<file path="src/rtl/crt_pkg.sv">
package crt_pkg;

   typedef enum logic [0:0] {
      RECOVER_BUFFER = 1'b0,
      RECOVER_ARITH  = 1'b1
   } recover_e;

   // Ring depth: latency plus two slots of margin, rounded up to a power of two.
   function automatic int ring_depth(input int latency);
      return 1 << $clog2(latency + 2);
   endfunction

endpackage

</file>
<file path="src/rtl/crt_tag_shift.sv">
module crt_tag_shift #(
   parameter int STAGES = 16,
   parameter int TAG_W  = 5
) (
   input  logic             clk,
   input  logic             rst,
   input  logic             flush,
   input  logic             in_valid,
   input  logic [TAG_W-1:0] in_tag,
   output logic             out_valid,
   output logic [TAG_W-1:0] out_tag
);

   generate
      if (STAGES < 1) begin : g_bad_stages
         $error("crt_tag_shift: STAGES must be at least 1");
      end
      if (TAG_W < 1) begin : g_bad_tag
         $error("crt_tag_shift: TAG_W must be at least 1");
      end
   endgenerate

   logic [STAGES-1:0] vld_q;
   logic [TAG_W-1:0]  tag_q [STAGES];

   // Valid flags reset so the output stays masked during fill.
   always_ff @(posedge clk) begin
      if (rst || flush) begin
         vld_q <= '0;
      end else begin
         vld_q[0] <= in_valid;
         for (int s = 1; s < STAGES; s++) begin
            vld_q[s] <= vld_q[s-1];
         end
      end
   end

   // Tag data needs no reset: it is qualified by the valid flag.
   always_ff @(posedge clk) begin
      tag_q[0] <= in_tag;
      for (int s = 1; s < STAGES; s++) begin
         tag_q[s] <= tag_q[s-1];
      end
   end

   assign out_valid = vld_q[STAGES-1];
   assign out_tag   = tag_q[STAGES-1];

endmodule

</file>
<file path="src/rtl/crt_quality_stub.sv">
module crt_quality_stub #(
   parameter int STAGES = 16,
   parameter int QUAL_W = 16
) (
   input  logic              clk,
   input  logic [QUAL_W-1:0] cand_lo,
   input  logic [QUAL_W-1:0] cand_hi,
   output logic [QUAL_W-1:0] quality
);

   generate
      if (STAGES < 1) begin : g_bad_stages
         $error("crt_quality_stub: STAGES must be at least 1");
      end
   endgenerate

   logic [QUAL_W-1:0] q_q [STAGES];

   // Stand-in scoring: fold of two candidate slices, then a plain delay line.
   always_ff @(posedge clk) begin
      q_q[0] <= cand_lo ^ cand_hi;
      for (int s = 1; s < STAGES; s++) begin
         q_q[s] <= q_q[s-1];
      end
   end

   assign quality = q_q[STAGES-1];

endmodule

</file>
<file path="src/rtl/crt_cand_ring.sv">
module crt_cand_ring #(
   parameter int CAND_W = 64,
   parameter int DEPTH  = 32,
   parameter int IDX_W  = 5
) (
   input  logic              clk,
   input  logic              rst,
   input  logic              wr_en,
   input  logic [CAND_W-1:0] wr_data,
   output logic [IDX_W-1:0]  wr_idx,
   input  logic [IDX_W-1:0]  rd_idx,
   output logic [CAND_W-1:0] rd_data
);

   generate
      if (DEPTH != (1 << IDX_W)) begin : g_bad_depth
         $error("crt_cand_ring: DEPTH must equal 2**IDX_W");
      end
   endgenerate

   logic [CAND_W-1:0] mem_q [DEPTH];
   logic [IDX_W-1:0]  wp_q;

   always_ff @(posedge clk) begin
      if (rst) begin
         wp_q <= '0;
      end else if (wr_en) begin
         wp_q <= wp_q + IDX_W'(1);
      end
   end

   always_ff @(posedge clk) begin
      if (wr_en) begin
         mem_q[wp_q] <= wr_data;
      end
   end

   assign wr_idx  = wp_q;
   assign rd_data = mem_q[rd_idx];

endmodule

</file>
<file path="src/rtl/cand_recovery_tracker.sv">
module cand_recovery_tracker
   import crt_pkg::*;
#(
   parameter int       LATENCY = 16,
   parameter int       CAND_W  = 64,
   parameter int       QUAL_W  = 16,
   parameter recover_e RECOVER = RECOVER_BUFFER
) (
   input  logic              clk,
   input  logic              rst,
   input  logic              restart,
   input  logic [QUAL_W-1:0] threshold,
   input  logic              in_valid,
   input  logic [CAND_W-1:0] in_cand,
   output logic              in_ready,
   output logic              res_valid,
   output logic [QUAL_W-1:0] res_quality,
   output logic              found_valid,
   output logic [CAND_W-1:0] found_cand
);

   localparam int DEPTH  = ring_depth(LATENCY);
   localparam int IDX_W  = $clog2(DEPTH);
   localparam int WARM_W = $clog2(LATENCY + 1);

   generate
      if (LATENCY < 1) begin : g_bad_latency
         $error("cand_recovery_tracker: LATENCY must be at least 1");
      end
      if (QUAL_W > CAND_W) begin : g_bad_qual
         $error("cand_recovery_tracker: QUAL_W must not exceed CAND_W");
      end
      if (IDX_W > CAND_W) begin : g_bad_idx
         $error("cand_recovery_tracker: ring index wider than candidate");
      end
      if (DEPTH < LATENCY + 2) begin : g_bad_margin
         $error("cand_recovery_tracker: ring depth below latency plus two");
      end
   endgenerate

   logic              accept;
   logic [IDX_W-1:0]  tag_in;
   logic [IDX_W-1:0]  res_tag;
   logic              pipe_valid;
   logic [QUAL_W-1:0] pipe_quality;
   logic [CAND_W-1:0] pick;
   logic              match_now;
   logic              found_q;
   logic [CAND_W-1:0] found_cand_q;
   logic [WARM_W-1:0] warm_q;

   assign in_ready = !found_q;
   assign accept   = in_valid && in_ready;

   crt_tag_shift #(
      .STAGES (LATENCY),
      .TAG_W  (IDX_W)
   ) tag_path_i (
      .clk       (clk),
      .rst       (rst),
      .flush     (restart),
      .in_valid  (accept),
      .in_tag    (tag_in),
      .out_valid (pipe_valid),
      .out_tag   (res_tag)
   );

   crt_quality_stub #(
      .STAGES (LATENCY),
      .QUAL_W (QUAL_W)
   ) score_i (
      .clk     (clk),
      .cand_lo (in_cand[QUAL_W-1:0]),
      .cand_hi (in_cand[CAND_W-1 -: QUAL_W]),
      .quality (pipe_quality)
   );

   assign res_valid   = pipe_valid;
   assign res_quality = pipe_valid ? pipe_quality : '0;

   // Recovery variant: ring lookup by tag, or counter arithmetic.
   generate
      if (RECOVER == RECOVER_BUFFER) begin : g_ring
         logic [IDX_W-1:0] wr_idx;

         crt_cand_ring #(
            .CAND_W (CAND_W),
            .DEPTH  (DEPTH),
            .IDX_W  (IDX_W)
         ) ring_i (
            .clk     (clk),
            .rst     (rst),
            .wr_en   (accept),
            .wr_data (in_cand),
            .wr_idx  (wr_idx),
            .rd_idx  (res_tag),
            .rd_data (pick)
         );

         assign tag_in = wr_idx;

         AST_NO_OVERWRITE: assert property (@(posedge clk) disable iff (rst)
            res_valid |-> (res_tag != wr_idx)) else $error("live ring slot reused");
      end else begin : g_arith
         assign tag_in = in_cand[IDX_W-1:0];
         assign pick   = in_cand - CAND_W'(LATENCY);

         AST_ARITH_CONSISTENT: assert property (@(posedge clk) disable iff (rst)
            (match_now && in_valid) |-> (pick[IDX_W-1:0] == res_tag)) else $error("counter recovery disagrees with tag");
      end
   endgenerate

   assign match_now = res_valid && (res_quality >= threshold) && !found_q;

   always_ff @(posedge clk) begin
      if (rst || restart) begin
         found_q <= 1'b0;
      end else if (match_now) begin
         found_q <= 1'b1;
      end
   end

   always_ff @(posedge clk) begin
      if (match_now && !restart) begin
         found_cand_q <= pick;
      end
   end

   assign found_valid = found_q;
   assign found_cand  = found_cand_q;

   // Cycles since reset or restart, saturating; used only by checks.
   always_ff @(posedge clk) begin
      if (rst || restart) begin
         warm_q <= '0;
      end else if (warm_q != WARM_W'(LATENCY)) begin
         warm_q <= warm_q + WARM_W'(1);
      end
   end

   AST_WARMUP_MASK: assert property (@(posedge clk) disable iff (rst)
      res_valid |-> (warm_q == WARM_W'(LATENCY))) else $error("result valid during fill");

   AST_FOUND_CAUSE: assert property (@(posedge clk) disable iff (rst)
      $rose(found_valid) |-> $past(res_valid && (res_quality >= threshold))) else $error("match without qualifying result");

   AST_FOUND_HOLD: assert property (@(posedge clk) disable iff (rst)
      (found_valid && !restart) |=> (found_valid && $stable(found_cand))) else $error("found state moved");

   AST_RESTART_CLEARS: assert property (@(posedge clk) disable iff (rst)
      restart |=> (!found_valid && !res_valid && in_ready)) else $error("restart left state behind");

endmodule

</file>
<file path="config.mk">
export PLATFORM = sky130hd
export DESIGN_NAME = cand_recovery_tracker
export DESIGN_NICKNAME = d
export VERILOG_FILES = /design/src/rtl/crt_pkg.sv /design/src/rtl/crt_tag_shift.sv /design/src/rtl/crt_quality_stub.sv /design/src/rtl/crt_cand_ring.sv /design/src/rtl/cand_recovery_tracker.sv
export SDC_FILE = /design/constraint.sdc
export NUM_CORES = 2
export LEC_CHECK = 0
export CAP_MARGIN = 15
export CORE_ASPECT_RATIO = 1.75
export CORE_MARGIN = 5
export CORE_UTILIZATION = 40
export CTS_BUF_LIST = sky130_fd_sc_hd__clkbuf_4 sky130_fd_sc_hd__clkbuf_8
export DETAILED_ROUTE_END_ITERATION = 8
export PLACE_DENSITY = 0.52
export SYNTH_ARGS = -nofsm -noshare
export SYNTH_HDL_FRONTEND = slang
export SYNTH_SLANG_ARGS = --single-unit
</file>
<file path="constraint.sdc">
create_clock -name clk -period 5.65 [get_ports clk]
set_input_delay 1.13 -clock clk [delete_from_list [all_inputs] [get_ports clk]]
set_output_delay 1.13 -clock clk [all_outputs]
set_load 0.01 [all_outputs]
</file>
Yosys cells after proc, flatten, opt, wreduce, memory -nomap -nowiden:

Memories as Yosys holds them, arrays and structs flattened. A register that Yosys moved wholly into a read port is not among the register bits.
Cells that the tools add are included.
W data, S select, Z words.

* bits in registers: 22
* RAM bits: 2384
* bits of input ports: 84
* output and inout bits: 83
* word-level logic and storage cells: 19
* memories: 3

* $add $sub $neg: 1
* $lt $le $gt $ge: 1
* mux-type cells: 3
* bitwise gates (word level): 1
* reduce and logical (&&, ||, !) cells: 7

Memories
* g_ring.ring_i.mem_q: words 32, bits a word 64, rd ports 1, clocked after memory_dff 1, write ports 1, line crt_cand_ring.sv:21 `logic [CAND_W-1:0] mem_q [DEPTH];`
* score_i.q_q: words 16, bits a word 16, rd ports 16, clocked after memory_dff 0, write ports 16, line crt_quality_stub.sv:17 `logic [QUAL_W-1:0] q_q [STAGES];`
* tag_path_i.tag_q: words 16, bits a word 5, rd ports 16, clocked after memory_dff 0, write ports 16, line crt_tag_shift.sv:24 `logic [TAG_W-1:0] tag_q [STAGES];`

Operator list (number)
* $ge A16 B16 Y1: 1
* $mux W16: 1
* $xor A16 B16 Y16: 1
* $add A5 B1 Y5 const B: 1
* $logic_and A1 B1 Y1: 4
* $logic_not A1 Y1: 2
* $mux W1: 2
* $logic_or A1 B1 Y1: 1

Longest topological paths before layout:

* depth after elaboration: 5
* depth in mapped cells: 8
* gate-level depth less buffers: 7

Modules after synthesis:

A second synthesis with hierarchy kept.

* cells, all modules: 3802
* area total of the unflattened synthesis: 87192.4 µm²

By module, submodules not included
* crt_cand_ring: instances 1, cells each 3269, area an instance 77224.1 µm², sequential area each 61599.1 µm²
* crt_quality_stub: instances 1, cells each 272, area an instance 5265.0 µm², sequential area each 5124.9 µm²
* cand_recovery_tracker: instances 1, cells each 140, area an instance 2519.9 µm², sequential area each 1941.9 µm²
* crt_tag_shift: instances 1, cells each 121, area an instance 2183.3 µm², sequential area each 1921.8 µm²

Worst setup path before layout:

OpenSTA, ideal clock, no wires.

* path kind: input-to-reg
* start: input in_valid
* end: memory g_ring.ring_i.mem_q[15][0], enable pin
* setup time: 488 ps
* data arrival time: 4499 ps
* required time: 5162 ps
* path slack: 664 ps
* stages on the path: 4
* cell sequence: nor2b_1 -> clkbuf_1 -> nand2_1 -> nor2_1

* longest elaborated chain between the ends: 3

Ends and longest elaborated chain
* from (decl): line cand_recovery_tracker.sv:13 `input logic in_valid,`
* $logic_and A1 B1 Y1: line cand_recovery_tracker.sv:53 `assign accept = in_valid && in_ready;`
* $mux W1: line crt_cand_ring.sv:33 `if (wr_en) begin`
* $mux W1 (not written as such): line crt_cand_ring.sv:34 `mem_q[wp_q] <= wr_data;`
* to (decl): line crt_cand_ring.sv:21

No other way between the ends.

Worst setup path in the final report:

* start: register tag_path_i.vld_q[15]
* end: output res_quality[6]

* longest elaborated chain between the ends: 1

Ends and longest elaborated chain
* from (decl): line crt_tag_shift.sv:23 `logic [STAGES-1:0] vld_q;`
* from (signal, indexed assignment): line crt_tag_shift.sv:33 `vld_q[s] <= vld_q[s-1];`
* $mux W16: line cand_recovery_tracker.sv:79 `assign res_quality = pipe_valid ? pipe_quality : '0;`
* to (decl): line cand_recovery_tracker.sv:17 `output logic [QUAL_W-1:0] res_quality,`

No other way between the ends.

==> results by group <==
STA
  • Final hold violation count: 0
  • Hold_ws: around 290 ps
  • Clock Skew: between 80 and 90 ps
  • Share of the clock period used by the worst path after layout: 0.636
  • Clock period minus final worst setup slack: roughly 3600 ps
  • RSZ-0062 raised after global routing: no
  • Max Slew Vio Count: 0
  • Relative slew slack: 0.223
  • Smallest setup slack after layout: 2060 ps
  • Highest clock frequency the design can meet: about 280 MHz
  • Finish-stage setup viols: 0
  • Actual transition at the worst max-transition pin: about 1200 ps
  • TNS Setup: 0 ps

Finish
  • Utilization after layout: 0.464
  • Share of layout cells above drive strength 1: 0.328
  • Area added between synthesis and finish: 15.6%
  • Number of fillers in the final layout: 17.9k
  • Most frequent cells in the layout: 2112 x sky130_fd_sc_hd__edfxtp_1, 572 x sky130_fd_sc_hd__mux4_2, 385 x sky130_fd_sc_hd__clkbuf_8
  • Combined flip-flop and latch cell area: between 70000 and 80000 µm²
  • Total number of nets in the final design: ~4.3k
  • Total area of multi-input combinational cells: roughly 17000 µm²
  • Most common library cell in the layout ignoring fill and taps: sky130_fd_sc_hd__edfxtp_1

Global route
  • Antenna violations before repair: 13
  • Wire length of the first global-routing pass: roughly 310000 µm
  • Pin count of the biggest net entering global routing: slightly below 70
  • Global-route congestion overflow total: 0
  • GRT Resource Usage Total: 0.192
  • Number of global-route vias before repair: between 40k and 50k

Floorplanning
  • Die Footprint: ~230000 µm²
  • Die extent in y: 630 µm
  • Horiz. Die Dim: between 300 and 400 µm
  • Placeable core region: ~220000 µm²
  • Number of top-level design ports: roughly 170
  • Initial core utilization: 0.402
  • Number of placement rows: 227

Clocking
  • Clock tree from TritonCTS: built
  • CTS H-Tree Depth: 5
  • Setup Fix Bufs, Post-CTS: 0
  • Clock input transition at the sequential cells of the worst setup and hold paths: approximately 60 ps
  • CTS Sinks: around 2.5k
  • Latest clock arrival within the worst-skew pair: roughly 960 ps
  • Post-CTS Resized: 0
  • Root buf cell: sky130_fd_sc_hd__clkbuf_8
  • CTS Hold Buffers Added: 0
  • Number of buffers created by CTS: between 300 and 400
  • Maximum clock path buffer count: 4

Logic synthesis
  • Top area cells in the synthesized netlist: sky130_fd_sc_hd__edfxtp_1 72%, sky130_fd_sc_hd__mux4_2 15%, sky130_fd_sc_hd__dfxtp_1 8.2%
  • Flop and latch count out of synthesis: approximately 2.5k
  • Sequential fraction of the synthesis area: 0.804
  • Post-synth design cell area: between 80000 and 90000 µm²
  • Distinct cells, synth: 41
  • Number of warnings printed during yosys synthesis: 0
  • Synth Net Count: 3738
  • Predominant post-synthesis flop cell: sky130_fd_sc_hd__edfxtp_1
  • Top cell type's share of synthesized area: 0.723
  • Post-synth EDFFs: roughly 2.1k
  • Cell count after synthesis: approximately 3.6k
  • Post-synthesis average cell area: between 20 and 25 µm²
  • Largest area contributor in the synthesized netlist: sky130_fd_sc_hd__edfxtp_1
  • Async S/R FF share, synth: 0

Detailed routing
  • Via count: ~39k
  • Remaining design rule violation count: 0
  • Antenna-violating nets left: 0
  • Violation count after the first detailed-routing iteration: ~3.2k
  • Pre-Repair DR Iteration Count: 5
  • Wire length reported by the detailed router: 221000 µm
  • Average vias per placed instance: roughly 5.4
  • Per-cell routed wire length: approximately 30 µm

Outcome
  • Run status: complete, no violations

Placement
  • Placement Setup Slack: ~1300 ps
  • DP HPWL: 126000 µm
  • Number of buffers inserted by port buffering: around 170
  • GP Congestion: ~0.76

Worst setup path
  • Worst EP arrival: approximately 2500 ps
  • Maximum fanout along the worst path: 19
  • Critical Path RT: 4520 ps
  • Critical Path End Type: output port
  • Critical path start-end classification: flop to output port
  • Register-to-register setup slack: roughly 2300 ps
  • Element type at the critical path start: flop

Job
  • Max_cap viols: 0

Power and ir drop
  • Power density relative to cell area: 355 nW/µm²
  • Leak Pwr: 31.7 nW
  • Maximum vdd drop: between 0.15 and 0.2 mV

Worst hold path
  • Kind of path behind the tightest hold check: flop to flop
==> cell usage after synthesis, types with 3 or more instances <==
cell type / number
sky130_fd_sc_hd__edfxtp_1: 2112
sky130_fd_sc_hd__mux4_2: 572
sky130_fd_sc_hd__dfxtp_1: 358
sky130_fd_sc_hd__mux2_2: 89
sky130_fd_sc_hd__mux2i_1: 75
sky130_fd_sc_hd__clkbuf_1: 65
sky130_fd_sc_hd__nor2_1: 47
sky130_fd_sc_hd__buf_2: 46
sky130_fd_sc_hd__and2_1: 33
sky130_fd_sc_hd__a221o_1: 30
sky130_fd_sc_hd__o22ai_1: 30
sky130_fd_sc_hd__buf_1: 28
sky130_fd_sc_hd__buf_4: 27
sky130_fd_sc_hd__ha_1: 20
sky130_fd_sc_hd__inv_1: 19
sky130_fd_sc_hd__xor2_1: 18
sky130_fd_sc_hd__nand2_1: 16
sky130_fd_sc_hd__a21oi_1: 7
sky130_fd_sc_hd__nor2b_1: 6
sky130_fd_sc_hd__o21a_1: 4
sky130_fd_sc_hd__a22o_1: 3
sky130_fd_sc_hd__a22oi_1: 3
==> power by group <==
| part | leakage [nW] | switching, mW | internal [mW] |
|---|---|---|---|
| combinational | 6.00 | 1.03 | 0.815 |
| sequential | 22.0 | 0.103 | 20.1 |
| clock | 3.68 | 6.55 | 7.41 |
==> registers in the layout, summed over array words and instances, names as in the netlist <==
signal                count
found_valid               1
tag_path_i.vld_q         16
found_cand               64
tag_path_i.tag_q         80
g_ring.ring_i.wr_idx      5
g_ring.ring_i.mem_q    2048
score_i.q_q             256
==> critical path: stages (launching register included) <==
cell	delay [ps]
sky130_fd_sc_hd__dfxtp_1	650
sky130_fd_sc_hd__and2_1	310
sky130_fd_sc_hd__clkdlybuf4s50_1	580
==> path summary, 6_finish.rpt <==
check,from,endpoint,cells after the start
max,tag_path_i.vld_q[15]$_SDFF_PP0_,res_quality[6],2
max reg2reg,tag_path_i.vld_q[15]$_SDFF_PP0_,found_cand[24]$_DFFE_PP_,8
min,score_i.q_q[0][70]$_DFF_P_,score_i.q_q[0][86]$_DFF_P_,0
min reg2reg,score_i.q_q[0][70]$_DFF_P_,score_i.q_q[0][86]$_DFF_P_,0
==> logic make-up (layout without fill, tap and decap cells) <==
group | after synthesis | after routing | share of synthesized area
compound gates | 87 | 87 | 0.00773
simple gates | 115 | 115 | 0.00643
mux | 736 | 736 | 0.167
flops | 2470 | 2470 | 0.804
buf+inv | 187 | 977 | 0.00998
xor+xnor | 19 | 19 | 0.00190
fa+ha+maj | 20 | 20 | 0.00285
other cells | 0 | 5 | 0
==> per-stage QoR <==
stage	power (mW)	instances	area (µm²)
6_report	36.0	7291	101000
5_1_grt	37.4	7289	101000
4_1_cts	36.5	7280	101000
3_5_place_dp	22.5	6662	94400
3_3_place_gp	22.5	6662	94400
2_1_floorplan	21.6	3634	87800
==> routing by layer <==
metal / track usage / vias up / share of wire
li1: - / 16300 / -
met1: 0.246 / 21600 / 0.40
met2: 0.345 / 1049 / 0.53
met3: 0.0317 / 279 / 0.048
met4: 0.0412 / 4 / 0.018
met5: 0 / - / 0.000063
==> area by class of cell <==
cell class	instances	share of cell area
antenna	5	0.000123
inverter	19	0.000703
clock buffer	519	0.0622
tap	2862	0.0353
timing repair buffer	340	0.0362
clock inverter	99	0.00612
sequential	2470	0.696
multi-input combinational	977	0.163
Note: power is estimated with default switching activity, not from simulation.
